**config.mk**
```make
export PLATFORM = sky130hd
export DESIGN_NAME = pwm8_compare
export DESIGN_NICKNAME = d
export VERILOG_FILES = /design/src/rtl/pwm8_pkg.sv /design/src/rtl/pwm8_ctrl.sv /design/src/rtl/pwm8_dp.sv /design/src/rtl/pwm8_compare.sv
export SDC_FILE = /design/constraint.sdc
export NUM_CORES = 1
export LEC_CHECK = 0
export ABC_AREA = 1
export BUFFER_PORTS_ARGS = -buffer_cell sky130_fd_sc_hd__buf_2
export CORE_AREA = 2 2 52 54
export DETAILED_ROUTE_END_ITERATION = 8
export DIE_AREA = 0 0 54 56
export PLACE_DENSITY = 0.7
export SETUP_SLACK_MARGIN = 0.02
export SLEW_MARGIN = 30
export SYNTH_ARGS = -nofsm -noshare
export SYNTH_HDL_FRONTEND = slang
export SYNTH_SLANG_ARGS = --single-unit
```
**constraint.sdc**
```tcl
create_clock -name clk -period 2.3 [get_ports clk]
set_input_delay 0.23 -clock clk [delete_from_list [all_inputs] [get_ports clk]]
set_output_delay 0.23 -clock clk [all_outputs]
set_load 0.005 [all_outputs]
```
**src/rtl/pwm8_pkg.sv**
```systemverilog
package pwm8_pkg;
  typedef enum logic [1:0] {
    SEL_LOW  = 2'd0,
    SEL_DUTY = 2'd1,
    SEL_MODE = 2'd2
  } wrSel_e;

  typedef struct packed {
    logic loadLow;
    logic loadDuty;
    logic loadMode;
    logic reload;
    logic setOut;
    logic clrOut;
  } strobes_t;
endpackage

```
**src/rtl/pwm8_ctrl.sv**
```systemverilog
module pwm8_ctrl
  import pwm8_pkg::*;
#(
  parameter int CNT_W = 8
) (
  input  logic             wrEn,
  input  logic [1:0]       wrSel,
  input  logic             tickEn,
  input  logic [CNT_W-1:0] cntLow,
  input  logic [CNT_W-1:0] cmpLow,
  input  logic             active,
  output strobes_t         st
);
  localparam logic [CNT_W-1:0] CNT_MAX = {CNT_W{1'b1}};

  logic [CNT_W-1:0] cntNext;
  logic             wrapTick;
  logic             matchTick;

  // compare against the value the counter takes after this tick
  assign cntNext   = cntLow + CNT_W'(1);
  assign wrapTick  = tickEn && (cntLow == CNT_MAX);
  assign matchTick = tickEn && active && (cntNext == cmpLow);

  always_comb begin
    st          = '0;
    st.loadLow  = wrEn && (wrSel == SEL_LOW);
    st.loadDuty = wrEn && (wrSel == SEL_DUTY);
    st.loadMode = wrEn && (wrSel == SEL_MODE);
    st.reload   = wrapTick && active;
    st.setOut   = matchTick;
    st.clrOut   = wrapTick || !active;
  end
endmodule

```
**src/rtl/pwm8_dp.sv**
```systemverilog
module pwm8_dp
  import pwm8_pkg::*;
#(
  parameter int CNT_W = 8
) (
  input  logic             clk,
  input  logic             rst_n,
  input  strobes_t         st,
  input  logic [CNT_W-1:0] wrData,
  output logic [CNT_W-1:0] cmpLow,
  output logic             active,
  output logic             pwmOut
);
  logic [CNT_W-1:0] duty;
  logic             cmpEn;
  logic             pwmEn;

  assign active = cmpEn && pwmEn;

  always_ff @(posedge clk) begin
    if (!rst_n) begin
      cmpLow <= '0;
      duty   <= '0;
      cmpEn  <= 1'b0;
      pwmEn  <= 1'b0;
      pwmOut <= 1'b0;
    end else begin
      if (st.loadLow)     cmpLow <= wrData;
      else if (st.reload) cmpLow <= duty;

      if (st.loadDuty) duty <= wrData;

      if (st.loadMode) begin
        cmpEn <= wrData[0];
        pwmEn <= wrData[1];
      end else if (st.loadLow) begin
        cmpEn <= 1'b0;
      end else if (st.loadDuty) begin
        cmpEn <= 1'b1;
      end

      if (st.clrOut)      pwmOut <= 1'b0;
      else if (st.setOut) pwmOut <= 1'b1;
    end
  end

  // a low-byte write disables comparison
  a_r5_low_clears_en: assert property (@(posedge clk) disable iff (!rst_n)
    st.loadLow |=> !cmpEn);
  // a duty write enables comparison
  a_r6_duty_sets_en: assert property (@(posedge clk) disable iff (!rst_n)
    st.loadDuty |=> cmpEn);
  // a wrap or an inactive channel forces the output low
  a_r2_clear_wins: assert property (@(posedge clk) disable iff (!rst_n)
    st.clrOut |=> !pwmOut);
  // a match with no clear raises the output
  a_r1_match_sets: assert property (@(posedge clk) disable iff (!rst_n)
    (st.setOut && !st.clrOut) |=> pwmOut);
  // the wrap copies the duty byte into the compare byte
  a_r3_reload: assert property (@(posedge clk) disable iff (!rst_n)
    (st.reload && !st.loadLow) |=> (cmpLow == $past(duty)));
endmodule

```
**src/rtl/pwm8_compare.sv**
```systemverilog
module pwm8_compare
  import pwm8_pkg::*;
#(
  parameter int CNT_W = 8
) (
  input  logic             clk,
  input  logic             rst_n,
  input  logic             wrEn,
  input  logic [1:0]       wrSel,
  input  logic [CNT_W-1:0] wrData,
  input  logic             tickEn,
  input  logic [CNT_W-1:0] cntLow,
  output logic             pwmOut
);
  strobes_t         st;
  logic [CNT_W-1:0] cmpLow;
  logic             active;

  pwm8_ctrl #(.CNT_W(CNT_W)) ctrl_i (
    .wrEn(wrEn), .wrSel(wrSel), .tickEn(tickEn), .cntLow(cntLow),
    .cmpLow(cmpLow), .active(active), .st(st)
  );

  pwm8_dp #(.CNT_W(CNT_W)) dp_i (
    .clk(clk), .rst_n(rst_n), .st(st), .wrData(wrData),
    .cmpLow(cmpLow), .active(active), .pwmOut(pwmOut)
  );

  // with no tick and an active channel the output holds
  a_r8_hold: assert property (@(posedge clk) disable iff (!rst_n)
    (!tickEn && active) |=> $stable(pwmOut));
  // an inactive channel gives a low output
  a_r4_inactive_low: assert property (@(posedge clk) disable iff (!rst_n)
    !active |=> !pwmOut);
  // a wrap tick at the ports ends the high phase
  a_r2_wrap_low: assert property (@(posedge clk) disable iff (!rst_n)
    (tickEn && cntLow == {CNT_W{1'b1}}) |=> !pwmOut);
endmodule

```
# Word-level counts from Yosys, hierarchy flattened
# Cells that the tools add are included.
dict set report totals {
  regBits 19
  output_inout_bits 1
  elab_cells 30
  input_bits 22
}
dict set report op_classes {
  n_mux 5
  add_sub_neg 1
  eq_ne 4
  n_bitwise 1
  n_reduce_logical 14
}
# cell n
set ops {}
lappend ops {{8-bit 2-to-1 mux} 2}
lappend ops {{8-bit by 1-bit adder with 8-bit output, second input constant} 1}
lappend ops {{8-bit equality test} 1}
lappend ops {{8-bit equality test, second input constant} 1}
lappend ops {{1-bit logical AND} 8}
lappend ops {{1-bit 2-to-1 mux} 3}
lappend ops {{3-bit nonzero test} 1}
lappend ops {{2-bit by 1-bit equality test with 1-bit output, second input constant} 1}
lappend ops {{2-bit equality test, second input constant} 1}
lappend ops {{2-bit zero test} 1}
lappend ops {{2-bit nonzero test} 1}
lappend ops {{2-bit OR reduction} 1}
lappend ops {{1-bit zero test} 1}
lappend ops {{1-bit logical OR} 1}
lappend ops {{1-bit NOT} 1}

# Depth between registers and ports, before layout
# Gate-level depths: netlist of the first run.
dict set report logic_depth {
  ltp_word 5
  depth_mapped 10
  mapped_depth_nobuf 10
}

# Modules after synthesis
# From an unflattened synthesis of the first run, not the netlist that was laid out.
dict set report hier_totals {
  cells_unflattened 197
  area_unflattened_um2 1198.6
}
# module instances cells_per_inst area_per_inst_um2 seq_area_each_um2
set modules_own_cells {}
lappend modules_own_cells {pwm8_dp 1 108 792.0 380.4}
lappend modules_own_cells {pwm8_ctrl 1 89 406.6 0.0}

# Least setup slack after synthesis of the first run
# Ideal clock, no wire load.
dict set report synth_timing {
  path_type {input to register}
  from {input port cntLow[0]}
  to {register dp_i.cmpLow[0]}
  t_arrival_ps 1116
  setup_time_ps 116
  path_buffers 0
  required_ps 2184
  stages 10
  path_slack_ps 1068
  cell_sequence {ha_1 > nand2_2 > nor2_2 > nand3_2 > inv_2 > nand4_2 > nand2_2 > inv_2 > nor2_1 > nor2_1}
}
dict set report synth_between {
  elab_chain_cells 4
}
# element line
set synth_rtl {}
lappend synth_rtl {{start, declared} pwm8_compare.sv:12} ;# input logic [CNT_W-1:0] cntLow,
lappend synth_rtl {{8-bit equality test} pwm8_ctrl.sv:22} ;# assign wrapTick = tickEn && (cntLow == CNT_MAX);
lappend synth_rtl {{1-bit logical AND} pwm8_ctrl.sv:22}
lappend synth_rtl {{1-bit logical AND} pwm8_ctrl.sv:30} ;# st.reload = wrapTick && active;
lappend synth_rtl {{2-bit nonzero test (no source line)} --}
lappend synth_rtl {{end signal, assigned} pwm8_dp.sv:28} ;# if (st.loadLow) cmpLow <= wrData;
lappend synth_rtl {{end signal, assigned} pwm8_dp.sv:29} ;# else if (st.reload) cmpLow <= duty;
lappend synth_rtl {{end, declared} pwm8_dp.sv:10} ;# output logic [CNT_W-1:0] cmpLow,
# Every way passes these cells.
# A chain may end at the register's enable or synchronous reset.

# Worst setup path in the final report of the first run
dict set report layout_timing {
  from {input port cntLow[0]}
  to {register dp_i.cmpLow[5]}
}
# The elaborated chain is that of the path after synthesis.

==> results of run 1 <==
[layer usage]
metal / global-route usage [%] / up-vias / share of wire (%)
li1: - / 640 / -
met1: 21.4 / 494 / 46
met2: 31.2 / 25 / 50
met5: 0 / - / 0
met3: 1.61 / 4 / 3.5
met4: 5.36 / 0 / 1.1
[worst max path at each step]
| stage | endpoint | slack (ns) | start | cells after the start |
|---|---|---|---|---|
| detailed placement | dp_i.cmpLow[5]$_SDFFE_PN0P_ | 0.73 | cntLow[0] | 11 |
| finish | dp_i.cmpLow[5]$_SDFFE_PN0P_ | 1.05 | cntLow[0] | 11 |
| CTS | dp_i.cmpLow[5]$_SDFFE_PN0P_ | 1.05 | cntLow[0] | 11 |
| global route | dp_i.cmpLow[4]$_SDFFE_PN0P_ | 0.89 | cntLow[0] | 11 |
| floorplan | dp_i.cmpLow[0]$_SDFFE_PN0P_ | 1.07 | cntLow[0] | 10 |
| global placement | dp_i.cmpLow[7]$_SDFFE_PN0P_ | 0.83 | cntLow[0] | 11 |
[cell usage in the layout, fill, tap and decap left out]
master / instances
nand2_1: 46
inv_1: 32
o21ai_0: 26
nor2_1: 23
buf_2: 22
dfxtp_1: 19
nand3_1: 14
a21oi_1: 10
clkbuf_4: 3
nand3_2: 2
nand2_2: 2
inv_2: 2
xor2_1: 2
o21ai_1: 1
nor2_2: 1
nand4_2: 1
a21boi_0: 1
nor2_4: 1
xnor2_1: 1
nand3b_1: 1
ha_1: 1
clkinv_2: 1
[flip-flops by register name, indices dropped and copies added (netlist names)]
signal	count
dp_i.duty	8
dp_i.pwmOut	1
dp_i.pwmEn	1
dp_i.cmpEn	1
dp_i.cmpLow	8
[cells by family (layout without fill, tap and decap cells)]
| logic type | Yosys count | count (layout) | share of synthesized area [%] |
|---|---|---|---|
| DFF | 19 | 19 | 32.9 |
| AOI/OAI and AO/OA | 38 | 38 | 16.7 |
| and+or+nand+nor | 91 | 91 | 34.6 |
| adders and majority gates | 1 | 1 | 1.08 |
| buffers and inverters | 38 | 60 | 12.5 |
| xor gates and xnor gates | 3 | 3 | 2.28 |
[tightest hold or removal path, cell delays in order]
cell,delay (ns)
buf_2,0.09
inv_1,0.05
a21oi_1,0.05
[per-stage QoR]
stage | std cells | worst slack (ns) | utilization (%)
final | 242 | 1.05 | 54.0
after floorplan | 190 | 1.07 | -
after global routing | 242 | 0.891 | 54.0
after global placement | 238 | 0.833 | 52.9
after CTS | 242 | 1.05 | 54.0
after detailed placement | 238 | 0.731 | 52.9
[final cells by class]
cell class	instances	area [um^2]	share of cell area (%)
clock buffers	3	22.5	1.71
clock inverters	1	5.00	0.381
inverters	34	128	9.71
multi-input cells	133	631	48.0
flip-flops and latches	19	380	29.0
well taps	30	37.5	2.86
repair buffers	22	110	8.38
[power by group]
part           leakage, nW  switching [mW]  internal [mW]  total [mW]
clock               0.0177           0.103         0.0647       0.168
sequential           0.155         0.00981          0.345       0.355
combinational        0.527          0.0719         0.0462       0.118
==> reports/qor.yml, run 1 <==
worst_setup_path:
  reg2reg_to: "dp_i.cmpLow[5]$_SDFFE_PN0P_"
  path_cells: "buf_2 -> ha_1 -> nand2_2 -> nor2_2 -> nand3_2 -> inv_2 -> nand4_2 -> nand2_2 -> inv_2 -> nor2_1 -> nor2_1"
  cp_max_fo: 9
  path_buf_inv: 3
  setup.worst_path.start_class: "input pin"
  path_class: "input pin to flip-flop"
  slowest_stage: "ha_1"
  r2r-start: "dp_i.cmpEn$_SDFFE_PN0P_"
  ff2ff_path_depth: 7
  critPathRequiredTime_ns: 2.50
  critPathArrivalTime_ns: 1.45
  max_stage_delay_ns: 0.24
  critical_path.top_delay_family: "simple AND/OR/NAND/NOR gates"
  timing.reg2reg.setup_slack_ns: 1.17
  end_kind: "flip-flop"
cts:
  clockBufferDepth: 2
  hold_buffers: 0
  cts_root_buffer: "clkbuf_4"
  cts_setup_buffers: 0
  cts_tree: "built"
  numCtsBuffers: 3
  clock_latency_ns: 0.30
  clk_pin_slew_worst_paths_ns: 0.11
  clock_sinks: 19
  htree_levels: 1
  cts_resized: 0
yosys:
  synthArstFlopShare_pct: 0
  synth_edf_count: 0
  synth_top_area_cell: "dfxtp_1"
  syn_nets: 213
  synth.distinct_cells: 21
  yosys.area.top_type_share_pct: 32.9
  synthMostInstantiatedCell: "nand2_1"
  synth_common_cells: "nand2_1, inv_1, o21ai_0"
  yosys_register_bits: 19
  ys_warn_count: 0
  synthesis.area_um2: 1150
  synth_ff_type: "dfxtp_1"
  synth_area_leaders: "dfxtp_1, nand2_1, o21ai_0"
  ys_seq_area_share_pct: 32.9
  avgSynthCellArea_um2: 6.08
  synthCells: 190
floorplanning:
  design.core.area_um2: 2430
  io_pins: 23
  dieArea_um2: 3020
  die-width_um: 54
  die_h_um: 56
  initial_utilization_pct: 47.5
  core.rowCount: 18
sta:
  fmax_mhz: 800
  fin_tns_setup_ns: 0
  final.setup_skew_ns: 0.00838
  slew_headroom_pct: 47.8
  setup_viol: 0
  worst_pin_slew_ns: 0.779
  finalCriticalPeriod_ns: 1.25
  hold_violations: 0
  holdWs_ns: 0.169
  period_share_pct: 54.3
  rsz0062_at_grt: "no"
  slew_violations: 0
worst_hold_path:
  min_path_cells: 3
  hold_start: "wrData[7]"
  hp-class: "input pin to flip-flop"
  min_to: "dp_i.duty[7]$_SDFFE_PN0P_"
grt:
  overflow: 0
  grt_util_all_layers_pct: 17.5
  grt_pass1_wl_um: 4120
  grt_max_degree: 20
  antenna_found_initial: 0
  grt_pass1_vias: 1044
detailed_routing:
  drt_pass1_iterations: 5
  wire_per_inst_um: 10.0
  vias: 1163
  drt_iter0_markers: 19
  drc: 0
  vias_per_cell: 4.81
  final_antenna_net_count: 0
  wl_um: 2430
finish:
  design_area_um2: 1310
  antenna_cells: 0
  drive_gt1_share_pct: 16.5
  num-nets-final: 236
  syn2layout_area_growth_pct: 13.8
  fill_cells: 261
pwr:
  ir_worst_vdd_mv: 0.366
  p_leak_nw: 0.700
  powerDensity_nw_per_um2: 488
  power.total_mw: 0.641
place:
  port_buffers: 22
  placed_cell_area_um2: 1290
  hpwl_um: 1920
  place.gp.congestion: 0.780
flow_run:
  cap_violations: 0
status:
  status: "finished, final reports clean"
Power figures use the tool's default switching activity.
==> run 2: changes to the inputs <==
clock period = 1.2 ns   (was 2.3 ns; I/O delays follow)
==> run 2 against run 1 <==
  * Cell area increased by 5.9%
  * Combinational power increased by 110%
  * Sequential power increased by 92%
  * First-iteration DRC count increased by 26%
  * Via count increased by 4.3%
  * Power increased by 97%
  * Critical path depth decreased by 4
  * Cell count increased by 2.9%
  * Die area unchanged
  * Critical path type is now flip-flop to flip-flop
  * Highest routed layer unchanged
==> reports/qor.yml, run 2 (synthesis results as in run 1) <==
detailed_routing:
  wire_per_inst_um: 9.88
  drc: 0
  vias: 1213
  drt_iter0_markers: 24
  vias_per_cell: 4.87
  final_antenna_net_count: 0
  drt_pass1_iterations: 4
  wl_um: 2460
sta:
  worst_pin_slew_ns: 0.269
  holdWs_ns: 0.0582
  fin_ws_ns: 0.112
  rsz0062_at_grt: "yes"
  final.setup_skew_ns: 0.00320
  setup_viol: 0
  fmax_mhz: 919
  hold_violations: 0
  finalCriticalPeriod_ns: 1.09
  period_share_pct: 90.7
  slew_violations: 0
  slew_headroom_pct: 82.1
floorplanning:
  io_pins: 23
  dieArea_um2: 3020
  initial_utilization_pct: 47.5
  core.rowCount: 18
  die_h_um: 56
  design.core.area_um2: 2430
  die-width_um: 54
cts:
  clock_latency_ns: 0.30
  clockBufferDepth: 2
  numCtsBuffers: 3
  cts_tree: "built"
  clk_pin_slew_worst_paths_ns: 0.11
  clock_sinks: 19
  cts_root_buffer: "clkbuf_4"
  htree_levels: 1
finish:
  num-nets-final: 243
  syn2layout_area_growth_pct: 20.5
  fill_cells: 261
  seq_area_um2: 384
  drive_gt1_share_pct: 21.0
  final_cell_mix: "nand2_1, inv_1, o21ai_0"
  multi_input_area_um2: 641
  largestRegisters: "dp_i.cmpLow: 8 flops, dp_i.duty: 8 flops"
  final_util_pct: 57.2
  antenna_cells: 0
  final_common_cell: "nand2_1"
place:
  hpwl_um: 1940
  preCtsSetupSlack_ns: -0.134
  place.gp.congestion: 0.820
  port_buffers: 22
worst_setup_path:
  critPathRequiredTime_ns: 1.41
  timing.reg2reg.setup_slack_ns: 0.11
  cp_max_fo: 7
  path_class: "flip-flop to flip-flop"
  worstSetupStartpoint: "dp_i.pwmEn$_SDFFE_PN0P_"
  end_kind: "flip-flop"
  setup.worst_path.start_class: "flip-flop"
  ff2ff_path_depth: 7
  critPathArrivalTime_ns: 1.30
  reg2reg_to: "dp_i.cmpLow[6]$_SDFFE_PN0P_"
  r2r-start: "dp_i.pwmEn$_SDFFE_PN0P_"
  crit_end: "dp_i.cmpLow[6]$_SDFFE_PN0P_"
grt:
  antenna_found_initial: 0
  grt_pass1_vias: 1027
  grt_util_all_layers_pct: 17.4
  grt_max_degree: 20
  grt_pass1_wl_um: 4070
  overflow: 0
worst_hold_path:
  hp-class: "input pin to flip-flop"
pwr:
  ir_worst_vdd_mv: 0.726
  powerDensity_nw_per_um2: 908
  p_leak_nw: 0.741
flow_run:
  cap_violations: 0
status:
  status: "finished, final reports clean"
==> run 2: changes by cell type in the layout (fill, tap and decap cells not counted), moves of 2 or more <==
| cell | before | now |
|---|---|---|
| dfxtp_1 | 19 | 16 |
| dfxtp_2 | 0 | 3 |
| nand2_1 | 46 | 44 |
| buf_4 | 0 | 6 |
==> run 2: power by group <==
group	leakage, nW	switching, mW	internal, mW
registers	0.157	0.0188	0.663
logic	0.570	0.142	0.106
clock network	0.0150	0.204	0.130
==> run 2: layout make-up <==
type | count | area share, %
clock buffers | 4 | 1.89
inverters | 34 | 9.17
multi-input cells | 133 | 46.0
flip-flops and latches | 19 | 27.6
well taps | 30 | 2.70
repair buffers | 29 | 12.6
==> run 2: worst max-delay path, cell delays in order (launching register included) <==
cell and delay, ns:
dfxtp_2 0.34, nand2_2 0.06, inv_1 0.05, nand4_2 0.11, nand2_4 0.08, buf_4 0.14
o21ai_0 0.16, nor2_1 0.05
==> run 2: metal layers <==
metal	track usage, %	up-vias	wire length (um)
li1	-	649	-
met3	1.88	7	103
met2	29.3	26	1190
met1	21.6	531	1100
met5	0	-	0
met4	7.50	0	66
==> run 2: worst min-delay path by stage <==
stage / end / from / slack, ns / cells after the start
after floorplan: dp_i.duty[2]$_SDFFE_PN0P_ / wrData[2] / 0.26 / 2
after global placement: dp_i.duty[2]$_SDFFE_PN0P_ / wrData[2] / 0.36 / 3
after detailed placement: dp_i.duty[2]$_SDFFE_PN0P_ / wrData[2] / 0.38 / 3
after CTS: dp_i.duty[2]$_SDFFE_PN0P_ / wrData[2] / 0.06 / 3
after global routing: dp_i.duty[4]$_SDFFE_PN0P_ / wrData[4] / 0.07 / 3
final: dp_i.duty[6]$_SDFFE_PN0P_ / wrData[6] / 0.06 / 3
==> run 2: metrics by stage <==
stage | TNS [ns] | cells | instance area (um^2) | total power, mW
floorplan | 0 | 190 | 1150 | 0.841
global placement | -0.938 | 244 | 1340 | 0.930
detailed placement | -1.06 | 244 | 1340 | 0.938
CTS | 0 | 248 | 1370 | 1.26
global route | 0 | 249 | 1390 | 1.33
finish | 0 | 249 | 1390 | 1.26
==> run 2: what timing repair did <==
item / CTS / global route
hold buffers: 0 / 0
setup buffers: 0 / 1
gates resized for setup: 0 / 6
setup endpoints to repair: 0 / 9
